[src/rtl/adc_par_pkg.sv]
`timescale 1ns/1ps
package adc_par_pkg;
  typedef enum logic [2:0] {
    ST_IDLE  = 3'd0,
    ST_PULSE = 3'd1,
    ST_WLOW  = 3'd2,
    ST_WHIGH = 3'd3,
    ST_RHI   = 3'd4,
    ST_RLO   = 3'd5,
    ST_OUT   = 3'd6
  } seq_state_e;
endpackage

[src/rtl/adc_level_sync.sv]
`timescale 1ns/1ps
module adc_level_sync #(
  parameter int STAGES = 2
) (
  input  logic clk,
  input  logic rst,
  input  logic din,
  output logic level_o,
  output logic rise_o
);
  logic [STAGES-1:0] chain_q;
  logic              last_q;

  always_ff @(posedge clk) begin
    if (rst) begin
      chain_q <= '1;
      last_q  <= 1'b1;
    end else begin
      chain_q <= {chain_q[STAGES-2:0], din};
      last_q  <= chain_q[STAGES-1];
    end
  end

  assign level_o = chain_q[STAGES-1];
  assign rise_o  = chain_q[STAGES-1] & ~last_q;
endmodule

[src/rtl/adc_pace_timer.sv]
`timescale 1ns/1ps
module adc_pace_timer #(
  parameter int SPACING_CYC = 1000
) (
  input  logic clk,
  input  logic rst,
  input  logic launch_i,
  output logic ok_o
);
  localparam int CW = $clog2(SPACING_CYC + 1);
  logic [CW-1:0] cnt_q;

  always_ff @(posedge clk) begin
    if (rst)
      cnt_q <= '0;
    else if (launch_i)
      cnt_q <= CW'(SPACING_CYC - 1);
    else if (cnt_q != '0)
      cnt_q <= cnt_q - 1'b1;
  end

  assign ok_o = (cnt_q == '0);
endmodule

[src/rtl/adc_result_asm.sv]
`timescale 1ns/1ps
module adc_result_asm #(
  parameter int DATA_W = 12,
  parameter int BYTE_W = 8,
  parameter int OUT_W  = 16
) (
  input  logic              clk,
  input  logic              rst,
  input  logic              cap_word_i,
  input  logic              cap_hi_i,
  input  logic              cap_lo_i,
  input  logic [DATA_W-1:0] lanes_i,
  output logic [OUT_W-1:0]  data_o
);
  localparam int REST_W = DATA_W - BYTE_W;
  localparam int EXT_W  = OUT_W - DATA_W;

  logic [DATA_W-1:0] res_q;

  always_ff @(posedge clk) begin
    if (rst)
      res_q <= '0;
    else if (cap_word_i)
      res_q <= lanes_i;
    else if (cap_hi_i)
      res_q[DATA_W-1 -: BYTE_W] <= lanes_i[DATA_W-1 -: BYTE_W];
    else if (cap_lo_i)
      res_q[REST_W-1:0] <= lanes_i[DATA_W-1 -: REST_W];
  end

  assign data_o = {{EXT_W{res_q[DATA_W-1]}}, res_q};
endmodule

[src/rtl/adc_seq_ctrl.sv]
`timescale 1ns/1ps
module adc_seq_ctrl
  import adc_par_pkg::*;
#(
  parameter int PULSE_CYC   = 5,
  parameter int ACCESS_CYC  = 10,
  parameter int TIMEOUT_CYC = 1500
) (
  input  logic clk,
  input  logic rst,
  input  logic start_i,
  input  logic free_run_i,
  input  logic byte_mode_i,
  input  logic pace_ok_i,
  input  logic idle_lvl_i,
  input  logic idle_rise_i,
  input  logic m_ready_i,
  output logic launch_o,
  output logic cap_word_o,
  output logic cap_hi_o,
  output logic cap_lo_o,
  output logic sel_n_o,
  output logic read_o,
  output logic lane_o,
  output logic valid_o,
  output logic timeout_o
);
  localparam int WMAX = (PULSE_CYC > ACCESS_CYC) ? PULSE_CYC : ACCESS_CYC;
  localparam int WW   = $clog2(WMAX + 1);
  localparam int TW   = $clog2(TIMEOUT_CYC + 1);

  seq_state_e     state_q, nxt;
  logic [WW-1:0]  wait_q;
  logic [TW-1:0]  tmo_q;
  logic           bytem_q;
  logic           tmo_hit;

  always_comb begin
    nxt        = state_q;
    launch_o   = 1'b0;
    cap_word_o = 1'b0;
    cap_hi_o   = 1'b0;
    cap_lo_o   = 1'b0;
    tmo_hit    = 1'b0;
    case (state_q)
      ST_IDLE:  if ((start_i || free_run_i) && pace_ok_i) begin
                  nxt = ST_PULSE;
                  launch_o = 1'b1;
                end
      ST_PULSE: if (wait_q == '0) nxt = ST_WLOW;
      ST_WLOW:  if (tmo_q == '0) begin
                  nxt = ST_IDLE;
                  tmo_hit = 1'b1;
                end else if (!idle_lvl_i) nxt = ST_WHIGH;
      ST_WHIGH: if (idle_rise_i) nxt = ST_RHI;
                else if (tmo_q == '0) begin
                  nxt = ST_IDLE;
                  tmo_hit = 1'b1;
                end
      ST_RHI:   if (wait_q == '0) begin
                  if (bytem_q) begin
                    cap_hi_o = 1'b1;
                    nxt = ST_RLO;
                  end else begin
                    cap_word_o = 1'b1;
                    nxt = ST_OUT;
                  end
                end
      ST_RLO:   if (wait_q == '0) begin
                  cap_lo_o = 1'b1;
                  nxt = ST_OUT;
                end
      ST_OUT:   if (m_ready_i) nxt = ST_IDLE;
      default:  nxt = ST_IDLE;
    endcase
  end

  always_ff @(posedge clk) begin
    if (rst) begin
      state_q   <= ST_IDLE;
      wait_q    <= '0;
      tmo_q     <= '0;
      bytem_q   <= 1'b0;
      sel_n_o   <= 1'b1;
      read_o    <= 1'b1;
      lane_o    <= 1'b0;
      valid_o   <= 1'b0;
      timeout_o <= 1'b0;
    end else begin
      state_q <= nxt;
      if (launch_o) begin
        wait_q  <= WW'(PULSE_CYC - 1);
        tmo_q   <= TW'(TIMEOUT_CYC - 1);
        bytem_q <= byte_mode_i;
      end else begin
        if ((nxt == ST_RHI && state_q != ST_RHI) || (nxt == ST_RLO && state_q != ST_RLO))
          wait_q <= WW'(ACCESS_CYC - 1);
        else if (wait_q != '0)
          wait_q <= wait_q - 1'b1;
        if ((state_q == ST_PULSE || state_q == ST_WLOW || state_q == ST_WHIGH) && tmo_q != '0)
          tmo_q <= tmo_q - 1'b1;
      end
      sel_n_o   <= !(nxt == ST_PULSE || nxt == ST_RHI || nxt == ST_RLO);
      read_o    <= (nxt != ST_PULSE);
      lane_o    <= (nxt == ST_RLO);
      valid_o   <= (nxt == ST_OUT);
      timeout_o <= tmo_hit;
    end
  end
endmodule

[src/rtl/adc_par_host.sv]
`timescale 1ns/1ps
module adc_par_host #(
  parameter int DATA_W      = 12,
  parameter int BYTE_W      = 8,
  parameter int OUT_W       = 16,
  parameter int SYNC_STAGES = 2,
  parameter int PULSE_CYC   = 5,
  parameter int ACCESS_CYC  = 10,
  parameter int SPACING_CYC = 1000,
  parameter int TIMEOUT_CYC = 1500
) (
  input  logic              clk,
  input  logic              rst,
  input  logic              start_i,
  input  logic              free_run_i,
  input  logic              byte_mode_i,
  input  logic              adc_idle_i,
  input  logic [DATA_W-1:0] adc_data_i,
  output logic              adc_sel_n_o,
  output logic              adc_read_o,
  output logic              adc_lane_o,
  output logic              m_valid_o,
  output logic [OUT_W-1:0]  m_data_o,
  input  logic              m_ready_i,
  output logic              timeout_o
);
  logic idle_lvl, idle_rise, pace_ok, launch;
  logic cap_word, cap_hi, cap_lo;

  adc_level_sync #(.STAGES(SYNC_STAGES)) u_sync (
    .clk(clk), .rst(rst), .din(adc_idle_i),
    .level_o(idle_lvl), .rise_o(idle_rise)
  );

  adc_pace_timer #(.SPACING_CYC(SPACING_CYC)) u_pace (
    .clk(clk), .rst(rst), .launch_i(launch), .ok_o(pace_ok)
  );

  adc_seq_ctrl #(
    .PULSE_CYC(PULSE_CYC), .ACCESS_CYC(ACCESS_CYC), .TIMEOUT_CYC(TIMEOUT_CYC)
  ) u_seq (
    .clk(clk), .rst(rst), .start_i(start_i), .free_run_i(free_run_i),
    .byte_mode_i(byte_mode_i), .pace_ok_i(pace_ok), .idle_lvl_i(idle_lvl),
    .idle_rise_i(idle_rise), .m_ready_i(m_ready_i), .launch_o(launch),
    .cap_word_o(cap_word), .cap_hi_o(cap_hi), .cap_lo_o(cap_lo),
    .sel_n_o(adc_sel_n_o), .read_o(adc_read_o), .lane_o(adc_lane_o),
    .valid_o(m_valid_o), .timeout_o(timeout_o)
  );

  adc_result_asm #(.DATA_W(DATA_W), .BYTE_W(BYTE_W), .OUT_W(OUT_W)) u_asm (
    .clk(clk), .rst(rst), .cap_word_i(cap_word), .cap_hi_i(cap_hi),
    .cap_lo_i(cap_lo), .lanes_i(adc_data_i), .data_o(m_data_o)
  );
endmodule

[config.mk]
export PLATFORM = sky130hd
export DESIGN_NAME = adc_par_host
export DESIGN_NICKNAME = d
export VERILOG_FILES = /design/src/rtl/adc_par_pkg.sv /design/src/rtl/adc_level_sync.sv /design/src/rtl/adc_pace_timer.sv /design/src/rtl/adc_result_asm.sv /design/src/rtl/adc_seq_ctrl.sv /design/src/rtl/adc_par_host.sv
export SDC_FILE = /design/constraint.sdc
export NUM_CORES = 1
export LEC_CHECK = 0
export BUFFER_PORTS_ARGS = -buffer_cell sky130_fd_sc_hd__buf_2
export CORE_UTILIZATION = 40
export DETAILED_ROUTE_END_ITERATION = 10
export PLACE_DENSITY = 0.63
export SLEW_MARGIN = 20
export SYNTH_ARGS = -nofsm -noshare
export SYNTH_HDL_FRONTEND = slang
export SYNTH_SLANG_ARGS = --single-unit
[constraint.sdc]
create_clock -name clk -period 2.9 [get_ports clk]
set_clock_uncertainty 0.1 [all_clocks]
set_input_delay 0.145 -clock clk [delete_from_list [all_inputs] [get_ports clk]]
set_output_delay 0.145 -clock clk [all_outputs]
set_load 0.02 [all_outputs]
==> results of run 1 <==
kinds of logic (layout without fill, tap and decap cells):
kind of cell / count (synthesis) / after routing / synth area share (%)
adder cells (fa/ha/maj): 5 / 5 / 2.680
flip-flops: 49 / 49 / 42.01
multiplexers: 13 / 13 / 5.573
buffers and inverters: 26 / 67 / 5.306
AND/OR/NAND/NOR: 95 / 95 / 23.42
AO/OA/AOI/OAI: 66 / 66 / 19.51
XOR/XNOR: 4 / 4 / 1.501
stage by stage:
stage                     hold slack, ns  std cells  setup slack, ns
final                           0.003814        371           0.6640
after detailed placement          0.2367        358           0.6702
after floorplan                   0.1488        258           0.8651
after global placement            0.2300        358           0.7090
after CTS                       0.005472        371           0.6468
after global routing            0.009686        371           0.5088
final timing paths:
| path | to | start | depth (start not counted) |
|---|---|---|---|
| setup / recovery | u_asm.res_q[2] | u_seq.wait_q[0] | 6 |
| setup reg to reg | u_asm.res_q[2] | u_seq.wait_q[0] | 6 |
| hold reg to reg | u_sync.chain_q[1] | u_sync.chain_q[0] | 1 |
| hold / removal | u_asm.res_q[9] | adc_data_i[9] | 3 |
worst min-delay path: stages:
cell     delay, ns
buf_2         0.09
mux2i_1       0.06
nor2_1        0.07
registers in the layout (all words and copies together) (netlist names):
name             count
u_asm.res_q         12
u_seq.tmo_q         11
u_pace.cnt_q        10
u_seq.wait_q         4
u_seq.state_q        3
u_sync.chain_q       2
u_seq.bytem_q        1
u_seq.lane_o         1
u_seq.read_o         1
u_seq.sel_n_o        1
u_seq.timeout_o      1
u_seq.valid_o        1
u_sync.last_q        1
cells in the mapped netlist (2+ instances only):
library cell  count  share of area [%]
and3b_1           3                1.1
buf_4             4                1.3
nor4_1            3               0.80
a221oi_1          2               0.75
xor2_1            2               0.75
o21ai_0           8                1.7
or2_2             5                1.3
or3_1             8                2.1
inv_1            11                1.8
mux2i_1          13                5.6
nand3b_1          2               0.64
nor3_2            2               0.86
a21oi_1          19                4.1
nand2_1          11                1.8
nor3b_1           2               0.64
a31oi_1           7                1.9
buf_2             3               0.64
clkbuf_1          7                1.1
a2bb2oi_1         2               0.75
ha_1              5                2.7
o31ai_1           3               0.96
a211oi_1         11                3.5
dfxtp_1          49                 42
nor3_1            6                1.3
xnor2_1           2               0.75
o41ai_1           2               0.75
a211o_1           2               0.75
or2b_1            2               0.64
or4_1             6                1.9
nand3_1           5                1.1
nor2_1           25                4.0
nand2b_1          2               0.54
layer usage:
layer	part of all wire [%]	wire, µm	up-vias
met1	51	2518	943
met2	45	2243	31
met3	3.2	161	6
met5	0	0	-
li1	-	-	1019
met4	0.89	44	0
cell type report:
cell class | instances | area, µm² | area share (%)
clock inverters | 3 | 22.52 | 0.8314
well taps | 72 | 90.09 | 3.326
inverters | 11 | 41.29 | 1.524
multi-input cells | 183 | 1230 | 45.40
flip-flops and latches | 49 | 980.9 | 36.21
clock buffers | 5 | 68.82 | 2.540
repair buffers | 48 | 275.3 | 10.16
what timing repair did:
action / in CTS / in global routing
hold endpoints to repair: 5 / 0
hold buffers: 5 / 0
endpoints found under the setup margin: 0 / 0
power groups by stage:
stage | Clock (mW) | Sequential [mW] | Combinational, mW
after floorplan | 0 | 0.914 | 0.786
after global placement | 0 | 0.941 | 0.958
after detailed placement | 0 | 0.945 | 0.963
after CTS | 0.414 | 0.930 | 0.974
after global routing | 0.447 | 0.956 | 1.10
final | 0.405 | 0.932 | 0.971
==> metrics, run 1 <==
via count=~2000; Worst setup EP type=flop; 1st-iter DRT viols=107; dpl cell area=2567 µm²; design area=2709 µm²; Starting Density=roughly two fifths; share of layout cells above drive strength 1=21.74%; Vias per Instance=5.388; initial antenna violation count=0; CTS Buf Count=5; clock sinks=49; fin crit share=~77%; share of synthesized flip-flops with an asynchronous set or reset=0%; die width=78.40 µm; maximum VDD drop=roughly 420 µV; maximum level of the CTS H-tree=2; met2 Use GR=approximately 27%; syn_area_per_cell=between 9 and 10 µm²; number of enable flip-flop cells after synthesis=0; Pins Over Slew Limit=0; Buf+Inv Stages, Crit Path=1; delay-heaviest family, CP=simple AND/OR/NAND/NOR gates; M3 GR Usage=3.488%; Final Wtd Congestion=0.7724; final antenna-violating net count=0; kind of critical path=reg -> reg; synthesized instance count=258; P_int=1.375 mW; CP required=3.03 ns; P&R area growth vs syn=16.02%; Die ar.=roughly 6100 µm²; post-cts sizing count=0; LEAKAGE=1.069 nW; vias in the first global route=1787; HP Class=in -> reg; Synth Register Bits=49; syn_nets=282; PwrDens=851.8 nW/µm²; final setup violation count=0; Fill cells=549; fin util=48.60%; commonest non-fill, non-tap cell in the layout=dfxtp_1; Worst slew margin=51.17%; met1 GRT Util=23.33%; Netlist cell types=56; number of port buffers=39; Top FF cell, synth=dfxtp_1; sequential fraction of the synthesis area=42.02%; postcts setup bufs=0; core box area=5574 µm²; switch share=between 40% and 50%; status=completed; Netlist Area Pre-Place=2335 µm²; Most Crowded Layer GR=met2; slowest CP cell=or4_1; RSZ-0062 raised after global routing=no; Worst Path Arrival=2.37 ns; Setup crit start kind=flop; Fmax=447.2 MHz; P_sw=roughly 930 µW; Slew @ Worst Pin=around 0.73 ns; routed len/inst=13.39 µm; Reg2Reg Setup Slack=0.66 ns; hpwl dp=3516 µm; Total GRT Usage=17.08%; drt pass-1 iters=4; sequential share of power=40.4%; DRT Wirelength=4967 µm; slowest stage delay, CP=~0.66 ns; Clock Tree Buf Depth=2; max-cap viol count=0; worst path cell trace=inv_1 > ha_1 > or3b_1 > or4_1 > a2bb2oi_1 > a21oi_2; root buf cell=clkbuf_8; largest net degree at the start of global routing=40; clk_lat worst skew=0.30 ns; Final #Nets=between 300 and 400; Fin Setup TNS=0 ns; Overall Power=2.307 mW; Die H=78.40 µm; most frequent cells in the layout=dfxtp_1, buf_2, nor2_1, a21oi_1, mux2i_1; GR Overflow Total=0; Clock Power Share=about 18%; part of the power in combinational logic=42.1%; Crit Path Max Fanout=9; # IOs=40; clock slew seen by the registers of the worst setup and hold paths=0.09 ns; # rows=27; Synth Warn #=0; CTS tree=built; Final min period=approximately 2.2 ns; first-pass GRT wire length=8335 µm; Fin. Hold Viols=0; number of remaining DRC errors=0; ANT cells=0
Note: power is estimated with default switching activity, not from simulation.
==> inputs of run 2 (changes only) <==
--- a/config.mk
+++ b/config.mk
@@ -8,7 +8,7 @@
 export BUFFER_PORTS_ARGS = -buffer_cell sky130_fd_sc_hd__buf_2
 export CORE_UTILIZATION = 40
 export DETAILED_ROUTE_END_ITERATION = 10
-export PLACE_DENSITY = 0.63
+export PLACE_DENSITY = 0.65
 export SLEW_MARGIN = 20
 export SYNTH_ARGS = -nofsm -noshare
 export SYNTH_HDL_FRONTEND = slang
==> constraint.sdc (replaced) <==
create_clock -name clk -period 2 [get_ports clk]
set_clock_uncertainty 0.1 [all_clocks]
set_input_delay 0.1 -clock clk [delete_from_list [all_inputs] [get_ports clk]]
set_output_delay 0.1 -clock clk [all_outputs]
set_load 0.02 [all_outputs]
==> run 2 against run 1 <==
  * Global-route usage increased by 1.8 points
  * Via count increased by 6.1%
  * Sequential share of layout area decreased by 4.1 points
  * Wire length increased by 14%
  * Non-clock buffer count increased by 29
  * Register-to-register slack got worse by 0.59 ns
  * Critical endpoint is now u_asm.res_q[0]
  * Largest cell class unchanged
  * Highest routed layer unchanged
==> metrics, run 2 (synthesized netlist as in run 1, its figures left out) <==
slowest stage delay, CP=0.50 ns; routed len/inst=around 14 µm; Vias per Instance=5.300; switch share=38.33%; Die ar.=a little over 6000 µm²; clock slew seen by the registers of the worst setup and hold paths=0.10 ns; DRT Wirelength=~5600 µm; Worst slew margin=61.73%; CP required=2.07 ns; Pins Over Slew Limit=0; Worst setup EP type=flop; die width=78.40 µm; worst path cell trace=inv_2 > ha_4 > or3b_4 > or4_4 > nor2_1 > a211oi_2; HP Class=in -> reg; Final #Nets=351; P&R area growth vs syn=31.40%; sequential share of power=34.1%; Worst Path Arrival=approximately 2.0 ns; Clock Power Share=between 10% and 20%; Final min period=just under 2 ns; final antenna-violating net count=0; hpwl dp=3806 µm; Final Wtd Congestion=0.8075; Fill cells=511; CTS tree=built; P_sw=1.492 mW; Overall Power=between 3 and 4 mW; Setup crit start kind=flop; max-cap viol count=0; r2r endpoint=u_asm.res_q[0]; clk_lat worst skew=about 0.30 ns; Reg with most FFs=u_asm.res_q; Crit Path Max Fanout=8; maximum VDD drop=787.9 µV; ANT cells=0; R2R depth=6; placed instance count=around 380; Clock Tree Buf Depth=2; design area=3068 µm²; r2r startpoint=u_seq.wait_q[1]; LEAKAGE=1.237 nW; biggest regs=u_asm.res_q (12), u_seq.tmo_q (11), u_pace.cnt_q (10); vias in the first global route=1936; initial antenna violation count=0; drt pass-1 iters=4; root buf cell=clkbuf_8; CP startpoint=u_seq.wait_q[1]; max FFs per register=12; worst hold slack=between 0.08 and 0.09 ns; Fin Setup TNS=0 ns; Starting Density=41.89%; # rows=27; Fmax=518.0 MHz; commonest non-fill, non-tap cell in the layout=dfxtp_1; # IOs=40; 1st-iter DRT viols=approximately 130; number of port buffers=39; Slew @ Worst Pin=0.5741 ns; slowest CP cell=or4_4; crit path to=u_asm.res_q[0]; share of layout cells above drive strength 1=32.32%; first-pass GRT wire length=9211 µm; status=completed; fin crit share=96.53%; Reg2Reg Setup Slack=0.07 ns; PwrDens=1269 nW/µm²; via count=2120; kind of critical path=reg -> reg; core box area=approximately 5600 µm²; clock sinks=49; Total GRT Usage=18.93%; Register Area=984.7 µm²; final setup violation count=0; footprint of the multi-input gates=1326 µm²; Die H=78.40 µm; number of remaining DRC errors=0; P_int=2.401 mW; most frequent cells in the layout=dfxtp_1, buf_2, nor2_1, buf_4, a21oi_1; dpl cell area=2724 µm²; GR Overflow Total=0; RSZ-0062 raised after global routing=no; largest net degree at the start of global routing=31; Post-Layout Cell Count=400; maximum level of the CTS H-tree=2; part of the power in combinational logic=47.3%; CTS Buf Count=5; Fin. Hold Viols=0
==> run 2: changes by cell type in the layout (fill, tap and decap cells not counted), sizes merged <==
cell         delta
buf            +21
dlygate4sd3     +8
clkinvlp        -2
bufinv          +1
clkinv          +1
==> run 2: worst min path at each step <==
stage | from | to | slack, ns | cells after the start
floorplan | adc_idle_i | u_sync.chain_q[0] | 0.10 | 1
global placement | adc_idle_i | u_sync.chain_q[0] | 0.19 | 2
detailed placement | adc_idle_i | u_sync.chain_q[0] | 0.19 | 2
CTS | adc_data_i[2] | u_asm.res_q[2] | 0.09 | 4
global route | adc_data_i[2] | u_asm.res_q[2] | 0.09 | 4
finish | adc_data_i[2] | u_asm.res_q[2] | 0.08 | 4
==> run 2: cell type report <==
cell class / instances / area share (%)
inverter: 11 / 1.346
timing repair buffer: 77 / 16.64
multi-input combinational: 183 / 43.23
sequential: 49 / 32.10
clock inverter: 3 / 1.509
clock buffer: 5 / 2.243
tap: 72 / 2.936
==> run 2: power by group through the flow <==
stage,clock (mW),sequential (mW),combinational (mW)
floorplan,0,1.33,1.14
global placement,0,1.33,1.61
detailed placement,0,1.33,1.64
CTS,0.731,1.31,1.68
global route,0.774,1.36,2.04
finish,0.724,1.33,1.84
==> run 2: metal layers <==
metal	up-vias	wire [µm]	global-route usage, %
met2	39	2730	31.32
met4	0	45	5.000
li1	1081	-	-
met3	6	214	3.023
met1	994	2655	25.52
met5	-	0	0
==> run 2: timing repair <==
item | 4_1_cts | 5_1_grt
endpoints found under the setup margin | 4 | 30
gates resized for setup | 2 | 21
cloned | 0 | 1
buffers inserted | 0 | 1
endpoints found under the hold margin | 14 | 0
pin swaps | 0 | 2
hold buffers | 13 | 0
==> run 2: through the flow <==
step / util, % / setup WS (ns)
after floorplan: - / 0.01825
after global placement: 48.87 / 0.01080
after detailed placement: 48.87 / 0.02314
after CTS: 53.45 / 0.01436
after global routing: 55.04 / 0.0003724
final: 55.04 / 0.06946
==> run 2: critical path: cells and delay by family (launching register included) <==
family | cells | cell delay (ns)
AOI/OAI and AO/OA | 1 | 0.06
adders and majority gates | 1 | 0.13
and+or+nand+nor | 3 | 1.08
DFF | 1 | 0.34
buffers and inverters | 1 | 0.07
